<file path="config.mk">
export PLATFORM = sky130hd
export DESIGN_NAME = sar_conv_seq
export DESIGN_NICKNAME = d
export VERILOG_FILES = /design/src/rtl/sar_seq_pkg.sv /design/src/rtl/sar_acq_decode.sv /design/src/rtl/sar_trial_reg.sv /design/src/rtl/sar_result_regs.sv /design/src/rtl/sar_conv_seq.sv
export SDC_FILE = /design/constraint.sdc
export NUM_CORES = 1
export LEC_CHECK = 0
export BUFFER_PORTS_ARGS = -buffer_cell sky130_fd_sc_hd__buf_2
export CAP_MARGIN = 40
export CORE_MARGIN = 2
export CORE_UTILIZATION = 35
export CTS_CLUSTER_SIZE = 24
export DETAILED_ROUTE_END_ITERATION = 8
export PLACE_DENSITY_LB_ADDON = 0.25
export SKIP_CTS_REPAIR_TIMING = 1
export SLEW_MARGIN = 0
export SYNTH_ARGS = -nofsm -noshare
export SYNTH_HDL_FRONTEND = slang
export SYNTH_SLANG_ARGS = --single-unit
</file>
<file path="constraint.sdc">
create_clock -name clk -period 2.99 [get_ports clk]
set_clock_uncertainty 0.15 [all_clocks]
set_input_delay 0.4485 -clock clk [delete_from_list [all_inputs] [get_ports clk]]
set_output_delay 0.4485 -clock clk [all_outputs]
set_load 0.01 [all_outputs]
</file>
<file path="src/rtl/sar_seq_pkg.sv">
package sar_seq_pkg;

   typedef enum logic [1:0] {
      ST_IDLE = 2'd0,
      ST_ACQ  = 2'd1,
      ST_CONV = 2'd2,
      ST_WAIT = 2'd3
   } sar_state_e;

   // Acquisition length in conversion periods for each select code:
   // linear steps of two up to code 4, then steps of four.
   function automatic int unsigned acq_periods(input logic [2:0] code);
      if (code < 3'd5)
         return 2 * int'(code);
      else
         return 4 * (int'(code) - 2);
   endfunction

   localparam int unsigned ACQ_MAX   = 20;
   localparam int unsigned WAIT_TADS = 2;

endpackage

</file>
<file path="src/rtl/sar_acq_decode.sv">
module sar_acq_decode #(
   parameter int unsigned CNT_W = 5
) (
   input  logic [2:0]       sel,
   output logic [CNT_W-1:0] periods
);
   always_comb begin
      periods = CNT_W'(sar_seq_pkg::acq_periods(sel));
   end
endmodule

</file>
<file path="src/rtl/sar_trial_reg.sv">
module sar_trial_reg #(
   parameter int unsigned RES_W = 10
) (
   input  logic             clk,
   input  logic             rst_n,
   input  logic             clear,
   input  logic             step,
   input  logic             cmp_in,
   output logic [RES_W-1:0] trial,
   output logic [RES_W-1:0] decided,
   output logic             last
);
   localparam logic [RES_W-1:0] TOP_BIT = {1'b1, {(RES_W-1){1'b0}}};

   logic [RES_W-1:0] mask_q;
   logic [RES_W-1:0] trial_q;
   logic [RES_W-1:0] keep;

   // Per-bit decision: the bit under trial follows the comparator,
   // every other bit keeps its current value.
   for (genvar i = 0; i < RES_W; i++) begin : g_bit
      assign keep[i] = mask_q[i] ? cmp_in : trial_q[i];
   end

   always_ff @(posedge clk or negedge rst_n) begin
      if (!rst_n) begin
         mask_q  <= '0;
         trial_q <= '0;
      end else if (clear) begin
         mask_q  <= '0;
         trial_q <= '0;
      end else if (step) begin
         if (mask_q == '0) begin
            mask_q  <= TOP_BIT;
            trial_q <= TOP_BIT;
         end else begin
            mask_q  <= mask_q >> 1;
            trial_q <= keep | (mask_q >> 1);
         end
      end
   end

   assign trial   = trial_q;
   assign decided = keep;
   assign last    = mask_q[0];
endmodule

</file>
<file path="src/rtl/sar_result_regs.sv">
module sar_result_regs #(
   parameter int unsigned RES_W = 10,
   parameter int unsigned REG_W = 8
) (
   input  logic             clk,
   input  logic             rst_n,
   input  logic             load_en,
   input  logic [RES_W-1:0] load_val,
   input  logic             wr_en,
   input  logic [RES_W-1:0] wr_val,
   output logic [REG_W-1:0] res_hi,
   output logic [REG_W-1:0] res_lo
);
   localparam int unsigned HI_W = RES_W - REG_W;

   logic [RES_W-1:0] val_q;

   always_ff @(posedge clk or negedge rst_n) begin
      if (!rst_n)       val_q <= '0;
      else if (load_en) val_q <= load_val;
      else if (wr_en)   val_q <= wr_val;
   end

   assign res_lo = val_q[REG_W-1:0];

   if (HI_W == REG_W) begin : g_hi_full
      assign res_hi = val_q[RES_W-1:REG_W];
   end else begin : g_hi_pad
      assign res_hi = {{(REG_W-HI_W){1'b0}}, val_q[RES_W-1:REG_W]};
   end
endmodule

</file>
<file path="src/rtl/sar_conv_seq.sv">
module sar_conv_seq #(
   parameter int unsigned RES_W = 10,
   parameter int unsigned REG_W = 8
) (
   input  logic             clk,
   input  logic             rst_n,
   input  logic             tad_tick,
   input  logic [2:0]       acq_sel,
   input  logic             go_set,
   input  logic             go_clr,
   input  logic             irq_clr,
   input  logic             cmp_in,
   input  logic             res_wr_en,
   input  logic [RES_W-1:0] res_wr_val,
   output logic [RES_W-1:0] dac_code,
   output logic             sh_closed,
   output logic             busy,
   output logic             irq_flag,
   output logic [REG_W-1:0] res_hi,
   output logic [REG_W-1:0] res_lo
);
   import sar_seq_pkg::*;

   localparam int unsigned CNT_MAX = (ACQ_MAX > WAIT_TADS) ? ACQ_MAX : WAIT_TADS;
   localparam int unsigned CNT_W   = $clog2(CNT_MAX + 1);

   if (RES_W <= REG_W || RES_W > 2 * REG_W) begin : g_bad_width
      $error("sar_conv_seq: RES_W must exceed REG_W and fit in two registers");
   end
   if (RES_W < 2) begin : g_bad_res
      $error("sar_conv_seq: RES_W must be at least 2");
   end

   sar_state_e       state_q;
   logic [CNT_W-1:0] cnt_q;
   logic [CNT_W-1:0] tgt_q;
   logic [CNT_W-1:0] acq_len;
   logic             busy_q;
   logic             pend_q;
   logic             irq_q;

   logic [RES_W-1:0] trial;
   logic [RES_W-1:0] decided;
   logic             last_bit;
   logic             conv_step;
   logic             done;
   logic             wr_ok;

   sar_acq_decode #(.CNT_W(CNT_W)) i_acq_decode (
      .sel     (acq_sel),
      .periods (acq_len)
   );

   assign conv_step = (state_q == ST_CONV) && tad_tick && !go_clr;
   assign done      = conv_step && last_bit;
   assign wr_ok     = res_wr_en && !busy_q;

   sar_trial_reg #(.RES_W(RES_W)) i_trial (
      .clk     (clk),
      .rst_n   (rst_n),
      .clear   (state_q != ST_CONV),
      .step    (conv_step),
      .cmp_in  (cmp_in),
      .trial   (trial),
      .decided (decided),
      .last    (last_bit)
   );

   sar_result_regs #(.RES_W(RES_W), .REG_W(REG_W)) i_result (
      .clk      (clk),
      .rst_n    (rst_n),
      .load_en  (done),
      .load_val (decided),
      .wr_en    (wr_ok),
      .wr_val   (res_wr_val),
      .res_hi   (res_hi),
      .res_lo   (res_lo)
   );

   always_ff @(posedge clk or negedge rst_n) begin
      if (!rst_n) begin
         state_q <= ST_IDLE;
         cnt_q   <= '0;
         tgt_q   <= '0;
         busy_q  <= 1'b0;
         pend_q  <= 1'b0;
      end else begin
         unique case (state_q)
            ST_IDLE: begin
               if (busy_q) begin
                  if (go_clr) begin
                     busy_q <= 1'b0;
                  end else if (acq_len == '0) begin
                     state_q <= ST_CONV;
                  end else begin
                     state_q <= ST_ACQ;
                     tgt_q   <= acq_len;
                     cnt_q   <= '0;
                  end
               end else if (go_set || pend_q) begin
                  busy_q <= 1'b1;
                  pend_q <= 1'b0;
               end
            end
            ST_ACQ: begin
               if (go_clr) begin
                  busy_q  <= 1'b0;
                  state_q <= ST_WAIT;
                  cnt_q   <= '0;
               end else if (tad_tick) begin
                  if (cnt_q == tgt_q - CNT_W'(1)) state_q <= ST_CONV;
                  cnt_q <= cnt_q + CNT_W'(1);
               end
            end
            ST_CONV: begin
               if (go_clr || done) begin
                  busy_q  <= 1'b0;
                  state_q <= ST_WAIT;
                  cnt_q   <= '0;
               end
            end
            ST_WAIT: begin
               if (go_clr)      pend_q <= 1'b0;
               else if (go_set) pend_q <= 1'b1;
               if (tad_tick) begin
                  if (cnt_q == CNT_W'(WAIT_TADS - 1)) state_q <= ST_IDLE;
                  cnt_q <= cnt_q + CNT_W'(1);
               end
            end
            default: state_q <= ST_IDLE;
         endcase
      end
   end

   always_ff @(posedge clk or negedge rst_n) begin
      if (!rst_n)       irq_q <= 1'b0;
      else if (done)    irq_q <= 1'b1;
      else if (irq_clr) irq_q <= 1'b0;
   end

   assign dac_code  = trial;
   assign sh_closed = (state_q != ST_CONV);
   assign busy      = busy_q;
   assign irq_flag  = irq_q;
endmodule

</file>
==> flow_summary.ini, run 1 <==
[drt]
vias_per_cell = 4.995
ant_nets = 0
drc_errors = 0
drt_pass1_iterations = 4
vias = 1848
drt_wl_total_um = 5065
wl_per_cell_um = 13.69
drt_iter0_drc = 90

[global_route]
grt_pass1_vias = 1708
grt_use_total = 0.1408
grt_first_pass_wirelength_um = 8390
antenna_found_initial = 0
overflow = 0
grt_max_degree = 28

[placement]
io_buffers = 43
place_hpwl_um = 3634
place_area_um2 = 2666
placed_cells = 361
place.gp.congestion = 0.7680

[timing]
finalSetupViolCount = 0
relSlewSlack = 0.4382
fmax_mhz = 390.1
fin_crit_ns = 2.564
fin_tns_setup_ns = 0
rsz0062_at_grt = no
worstMarginPinSlew_ns = 0.8396
hold_viol = 0
period_share = 0.8574
slew_violations = 0

[synthesis]
yosysWarnings = 0
yosys.area_share.xor_xnor = 0.03650
synth.most_common_cell = dfrtp_1
synth_compound_area_frac = 0.1335
ys_async_sr_fraction = 1.000
synth_edf_count = 0
synth-simple-area-share = 0.1820
yosys.area.top_type = dfrtp_1
synth_fa_ha_area_frac = 0.03650
synth_top_area_frac = 0.4588
synth.area.top_cells = dfrtp_1, nand2_1, mux2i_1, mux2_2, ha_1
yosysSeqAreaShare = 0.4588
synth.area.mux_share = 0.09281
synth.avg_cell_area_um2 = 9.716
synth_cells = 247
synth_ff_type = dfrtp_1
synth_common_cells = dfrtp_1, nand2_1, nor2_1, a21oi_1, o21ai_0
synthDistinctLibCells = 44
synth_top_family_by_area = simple AND/OR/NAND/NOR gates
synthesis.area_um2 = 2400
ys_ff_latch = 44

[clock_tree]
cts.sinks = 44
cts_tree = done
ctsHtreeMaxLevel = 2
worstSkewPairLatency_ns = 0.30
cts_root_buf = clkbuf_8
numCtsBuffers = 5
cts.path.max_buffers = 2
path_clk_slew_ns = 0.09

[die]
initial_core_util = 0.3572
die-area_um2 = 7535
rows = 30
chipWidth_um = 86.81
io_pins = 50
core-area_um2 = 6719
die_y_um = 86.81

[worst_setup_path]
worst-path-max-fanout = 13
start_kind = register
critPathKind = reg2reg
cp-end-kind = register
crit_required_ns = 3.06
arrival_ns = 2.63

[pwr]
power.net_switching_mw = 0.7331
p_int_mw = 1.335
share_comb_of_total_power = 0.372
peakVddDrop_mv = 0.2365
leakagePower_nw = 1.433
switching_share = 0.3546
seqPwrFrac = 0.392
p_per_area_nw_per_um2 = 739.1
total_power_mw = 2.068
clkPwrFrac = 0.236

[final_layout]
fin_area_um2 = 2798
drive_gt1_frac = 0.2448
nFillCells = 659
utilization = 0.4164
register_area_um2 = 1101
fin_cells = 370
nNetsFinal = 317
multi_input_area_um2 = 1177
diodes = 0
syn2layout_area_growth_pct = 16.58

[min_path]
hp-class = in2reg

[outcome]
status = finished clean

[job]
drv_cap = 0
## layout make-up
cell class,instances,share of cell area
clock buffers,6,0.02952
clock inverters,2,0.01386
inverters,12,0.01610
multi-input cells,180,0.4208
flip-flops and latches,44,0.3936
well taps,80,0.03578
repair buffers,46,0.09034
## worst paths after layout
| check | slack (ns) | end | cells after the start | from |
|---|---|---|---|---|
| setup / recovery | 0.43 | i_trial.trial[0] | 7 | state_q[0] |
| hold / removal | 0.19 | irq_flag | 2 | irq_clr |
| setup reg to reg | 0.43 | i_trial.trial[0] | 7 | state_q[0] |
| hold reg to reg | 0.35 | i_trial.trial[2] | 2 | i_trial.trial[2] |
| max in group asynchronous | 1.71 | tgt_q[1] | 3 | rst_n |
| min in group asynchronous | 0.48 | i_result.val_q[5] | 2 | rst_n |
## critical path, cell delays in order, from the launching register on
cell and delay [ns]:
dfrtp_1 0.39, inv_1 0.07, ha_1 0.35, nor2b_2 0.24, and2_1 0.26, nor2_1 0.68
o211ai_1 0.21, o211ai_1 0.13
## power by group through the flow
stage               clock network, mW  registers [mW]  logic, mW
finish                          0.488           0.810      0.769
CTS                             0.502           0.812      0.782
global placement                    0           0.822      0.764
floorplan                           0           0.840      0.553
detailed placement                  0           0.825      0.778
global route                    0.528           0.831      0.871
## sequential cells by signal, indices dropped and copies added, names as in the netlist
register / cells
i_result.val_q: 10
i_trial.mask_q: 10
i_trial.trial: 10
cnt_q: 5
tgt_q: 4
state_q: 2
busy: 1
irq_flag: 1
pend_q: 1
## routing by layer
metal,routed length (um),global-route usage,vias to the layer above
li1,-,-,930
met1,2662,0.2111,877
met2,2247,0.2082,41
met3,156,0.02762,0
met4,0,0.03409,0
met5,0,0,-
## stage by stage
stage | setup WS [ns] | hold WS, ns
finish | 0.4265 | 0.1946
global route | 0.2515 | 0.2008
CTS | 0.4168 | -0.06945
detailed placement | 0.4426 | 0.2623
global placement | 0.5277 | 0.3288
floorplan | 1.058 | 0.002909
## cells in the final DEF, fill, tap and decap left out, types with 7 or more instances in the layout
| cell | count |
|---|---|
| a21oi_1 | 15 |
| buf_2 | 43 |
| dfrtp_1 | 44 |
| ha_1 | 7 |
| inv_1 | 12 |
| mux2_2 | 9 |
| mux2i_1 | 11 |
| nand2_1 | 36 |
| nand3_1 | 13 |
| nor2_1 | 17 |
| o21ai_0 | 15 |
## kinds of logic (layout without fill, tap and decap cells)
kind of cell | count (synthesis) | count (layout)
flip-flops | 44 | 44
buffers and inverters | 28 | 66
AND/OR/NAND/NOR | 86 | 86
multiplexers | 21 | 21
other | 1 | 6
AO/OA/AOI/OAI | 50 | 50
XOR/XNOR | 10 | 10
adder cells (fa/ha/maj) | 7 | 7
(Power assumes the default switching activity.)
==> run 2: changes to the inputs <==
Settings changed: ABC_AREA from default to 0, CORE_ASPECT_RATIO from default to 0.75.
==> run 2 against run 1 <==
  * Design area about the same
  * Maximum frequency fell by 2.8%
  * Setup slack worse by 0.075 ns
  * Sequential power rose by 1%
  * Non-clock buffer count unchanged
  * Sequential cell count unchanged
  * Critical path type unchanged
  * Largest cell class unchanged
  * Highest routed layer is now met4
==> flow_summary.ini, run 2 (synthesis gave the netlist of run 1 again) <==
[outcome]
status = finished clean

[timing]
slew_violations = 0
hold_viol = 0
finalSetupViolCount = 0
period_share = 0.8824
fmax_mhz = 379.0
relSlewSlack = 0.4050
worstMarginPinSlew_ns = 0.8892
fin_tns_setup_ns = 0
rsz0062_at_grt = no
fin_crit_ns = 2.638

[drt]
ant_nets = 0
vias_per_cell = 5.029
drt_pass1_iterations = 4
vias = 1881
wl_per_cell_um = 14.17
drc_errors = 0
drt_wl_total_um = 5299
drt_iter0_drc = 72

[worst_setup_path]
start_kind = register
ff2ff_setup_slack_ns = 0.35
critical_path.max_stage_delay_ns = 0.71
critPathMostFrequentCell = o211ai_1
crit_chain = inv_1 > ha_1 > nor2b_2 > and2_1 > nor2_1 > o211ai_1 > o211ai_1
critPathKind = reg2reg
r2r_cells = 7
arrival_ns = 2.71
worst-path-max-fanout = 13
cp-end-kind = register
crit_path_top_delay_cell = nor2_1
critPathBufInv = 1
rr_startpoint = state_q[0]
r2r-end = i_trial.trial[0]
crit_required_ns = 3.07
crit_family = simple AND/OR/NAND/NOR gates

[final_layout]
layout_common_cells = dfrtp_1, buf_2, nand2_1, nor2_1
multi_input_area_um2 = 1177
fin_cells = 374
diodes = 0
nFillCells = 659
nNetsFinal = 317
register_area_um2 = 1101
final_common_cell = dfrtp_1
drive_gt1_frac = 0.2448
syn2layout_area_growth_pct = 16.53

[pwr]
total_power_mw = 2.080
peakVddDrop_mv = 0.3192
leakagePower_nw = 1.427
p_per_area_nw_per_um2 = 744.0

[clock_tree]
numCtsBuffers = 5
cts_root_buf = clkbuf_8
cts.path.max_buffers = 2
worstSkewPairLatency_ns = 0.30
path_clk_slew_ns = 0.09
cts_tree = done
ctsHtreeMaxLevel = 2
cts.sinks = 44

[global_route]
overflow = 0
grt_pass1_vias = 1691
grt_max_degree = 26
grt_first_pass_wirelength_um = 8818
grt_use_total = 0.1504
antenna_found_initial = 0

[placement]
io_buffers = 43
place_hpwl_um = 3866
placed_cells = 365
place.gp.congestion = 0.7723

[die]
rows = 26
chipWidth_um = 99.62
die-area_um2 = 7542
core-area_um2 = 6734
initial_core_util = 0.3564
die_y_um = 75.71
io_pins = 50

[min_path]
hold_start = irq_clr
holdPathEnd = irq_flag
holdPathStages = 2
hp-class = in2reg

[job]
drv_cap = 0
## run 2: cell types whose count changed in the layout (fill, tap and decap cells not counted)
cell	previous run	this run
clkinvlp_4	0	1
inv_6	0	1
clkbuf_8	6	5
clkinv_4	1	0
## run 2: power breakdown
group | leakage (nW) | switching [mW] | internal [mW]
sequential | 0.572 | 0.103 | 0.715
clock | 0.0548 | 0.225 | 0.252
combinational | 0.800 | 0.439 | 0.347
total | 1.43 | 0.766 | 1.31
## run 2: worst max path at each step
| stage | start | to | slack (ns) | cells after the start |
|---|---|---|---|---|
| after detailed placement | state_q[0] | i_trial.trial[0] | 0.40 | 7 |
| final | state_q[0] | i_trial.trial[0] | 0.35 | 7 |
| after CTS | state_q[0] | i_trial.trial[0] | 0.36 | 7 |
| after floorplan | tgt_q[1] | state_q[0] | 1.06 | 6 |
| after global placement | state_q[0] | i_trial.trial[0] | 0.58 | 7 |
| after global routing | state_q[0] | i_trial.trial[0] | 0.15 | 7 |
## run 2: per-stage QoR
step	setup WS, ns	instance area [um^2]	utilization	hold slack (ns)
2_1_floorplan	1.058	2419	-	0.002909
3_3_place_gp	0.5773	2651	0.3937	0.3360
3_5_place_dp	0.3978	2671	0.3967	0.2880
4_1_cts	0.3551	2786	0.4138	-0.04186
5_1_grt	0.1462	2796	0.4153	0.2001
6_report	0.3516	2796	0.4153	0.1851
## run 2: final cells by class
class / count / share of cell area
Multi-Input combinational cell: 180 / 0.4210
Sequential cell: 44 / 0.3937
Timing Repair Buffer: 46 / 0.09038
Tap cell: 84 / 0.03758
Clock buffer: 5 / 0.02461
Clock inverter: 3 / 0.01655
Inverter: 12 / 0.01611
## run 2: routing by layer
layer | GRT usage | up-vias | part of all wire
li1 | - | 936 | -
met1 | 0.2245 | 899 | 0.53
met2 | 0.2222 | 41 | 0.42
met3 | 0.04312 | 5 | 0.048
met4 | 0.02283 | 0 | 0.0060
met5 | 0 | - | 0
==> run 3: changes to the inputs <==
Settings changed: SYNTH_HIERARCHICAL from default to 1.
==> run 3 against run 2 <==
  * Combinational power grew 14%
  * Highest routed layer unchanged
  * Core utilization grew 0.32 points
  * Clock-buffer cell count unchanged
  * Critical path type unchanged
  * Maximum frequency rose by 12%
  * Design area rose by 10%
  * Synthesized area is 11% higher
==> flow_summary.ini, run 3 <==
[outcome]
status = finished clean

[timing]
hold_viol = 0
fmax_mhz = 425.3
rsz0062_at_grt = no
fin_tns_setup_ns = 0
relSlewSlack = 0.5021
period_share = 0.7863
worstMarginPinSlew_ns = 0.7469
finalSetupViolCount = 0
setup_slack_ns = 0.6390
fin_crit_ns = 2.351
slew_violations = 0

[drt]
drt_pass1_iterations = 4
drt_iter0_drc = 83
vias = 2000
vias_per_cell = 4.938
wl_per_cell_um = 14.69
drc_errors = 0
drt_wl_total_um = 5950
ant_nets = 0

[final_layout]
multi_input_area_um2 = 1405
nNetsFinal = 332
diodes = 0
nFillCells = 744
final_common_cell = dfrtp_1
layout_common_cells = dfrtp_1, buf_2, nor2_1, mux2i_1, nand2_1
register_area_um2 = 1126
fin_cells = 405
syn2layout_area_growth_pct = 15.36
fin_area_um2 = 3082
drive_gt1_frac = 0.2664

[pwr]
p_per_area_nw_per_um2 = 708.5
leakagePower_nw = 1.399
peakVddDrop_mv = 0.2665

[worst_setup_path]
rr_startpoint = tgt_q[0]
r2r-end = state_q[0]
r2r_cells = 7
crit_path_end = state_q[0]
cp-end-kind = register
critPathKind = reg2reg
crit_required_ns = 3.02
critPathBufInv = 1
crit_family = compound AO/OA/AOI/OAI gates
path_depth = 7
crit_chain = inv_1 > ha_1 > xor2_1 > o211ai_1 > a211o_1 > a2111oi_4 > mux2_4
start_kind = register
worst-path-max-fanout = 4
crit_path_top_delay_cell = a2111oi_4
arrival_ns = 2.38
setup.worst_path.start = tgt_q[0]
critical_path.max_stage_delay_ns = 0.42
ff2ff_setup_slack_ns = 0.64

[synthesis]
yosysSeqAreaShare = 0.4215
synth_common_cells = dfrtp_1, nor2_1, mux2i_1, nand2_1
synth_edf_count = 0
synth-simple-area-share = 0.1555
synth_ff_type = dfrtp_1
synthDistinctLibCells = 49
yosysWarnings = 6
ys_async_sr_fraction = 1.000
synth_cells = 261
synth_top_family_by_area = compound AO/OA/AOI/OAI gates
synth_fa_ha_area_frac = 0.03279
synth_compound_area_frac = 0.1724
yosys.area.top_type = dfrtp_1
synth.avg_cell_area_um2 = 10.23
synth.area.mux_share = 0.1396
ys_ff_latch = 45
synth.most_common_cell = dfrtp_1
synth.area.top_cells = dfrtp_1, mux2i_1, o32ai_2, mux2_2, nor2_1
synth_top_area_frac = 0.4215
yosys.area_share.xor_xnor = 0.01593
synthesis.area_um2 = 2671

[global_route]
grt_use_total = 0.1524
overflow = 0
antenna_found_initial = 0
grt_pass1_vias = 2003
grt_max_degree = 32
grt_first_pass_wirelength_um = 10120

[min_path]
hp-class = in2reg

[die]
die-area_um2 = 8355
die_y_um = 79.66
initial_core_util = 0.3627
rows = 27
core-area_um2 = 7365
io_pins = 50
chipWidth_um = 104.9

[job]
drv_cap = 0

[placement]
place.gp.congestion = 0.7620
place_ws_ns = 0.6375
io_buffers = 43
placed_cells = 397
place_hpwl_um = 4416
place_area_um2 = 2968

[clock_tree]
ctsHtreeMaxLevel = 2
cts_root_buf = clkbuf_8
path_clk_slew_ns = 0.08
cts.path.max_buffers = 2
cts_tree = done
worstSkewPairLatency_ns = 0.30
numCtsBuffers = 5
cts.sinks = 45
[run 3: cell count changes after synthesis, moves of 10 or more]
cell	before	now
nand3_1	13	1
a21oi_1	15	5
o21ai_0	15	5
o21ai_1	0	10
nand2b_1	0	12
mux2i_1	11	23
nor2_1	17	28
nand2_1	36	20
[run 3: cells by family (layout without fill, tap and decap cells)]
family	after synthesis	count (layout)
AND/OR/NAND/NOR	84	84
AO/OA/AOI/OAI	54	54
flip-flops	45	45
multiplexers	35	35
buffers and inverters	30	68
adder cells (fa/ha/maj)	7	7
XOR/XNOR	4	4
other	2	7
[run 3: worst min path at each step]
| stage | startpoint | to | depth (start not counted) |
|---|---|---|---|
| final | irq_clr | irq_flag | 3 |
| after global routing | irq_clr | irq_flag | 3 |
| after CTS | rst_n | tgt_q[3] | 1 |
| after detailed placement | rst_n | tgt_q[3] | 1 |
| after global placement | irq_flag | irq_flag | 1 |
| after floorplan | rst_n | busy | 0 |
[run 3: per-layer routing]
layer	part of all wire	wire length, um	global-route usage
met3	0.055	326	0.03347
met4	0.0062	37	0.03600
met5	0	0	0
met2	0.40	2375	0.2234
met1	0.54	3210	0.2274
[run 3: metrics by stage]
step	hold slack, ns	utilization	power (mW)
6_report	0.2713	0.4185	2.183
3_5_place_dp	0.2436	0.4030	1.745
5_1_grt	0.2728	0.4185	2.355
2_1_floorplan	0.002909	-	1.497
4_1_cts	-0.08497	0.4171	2.207
3_3_place_gp	0.3108	0.4003	1.721
[run 3: cell type report]
type	count	share of cell area
multi-input combinational	191	0.4559
clock buffer	5	0.02233
inverter	12	0.01462
timing repair buffer	49	0.08932
clock inverter	2	0.01137
tap	101	0.04101
sequential	45	0.3654
[run 3: worst register-to-register path: stages (launching register included)]
cell       delay [ns]
dfrtp_1          0.41
inv_1            0.06
ha_1             0.29
xor2_1           0.14
o211ai_1         0.11
a211o_1          0.32
a2111oi_4        0.42
mux2_4           0.34
[run 3: where the power goes]
part / internal (mW) / leakage, nW / switching (mW)
combinational: 0.409 / 0.752 / 0.488
sequential: 0.729 / 0.593 / 0.105
clock: 0.243 / 0.0540 / 0.208
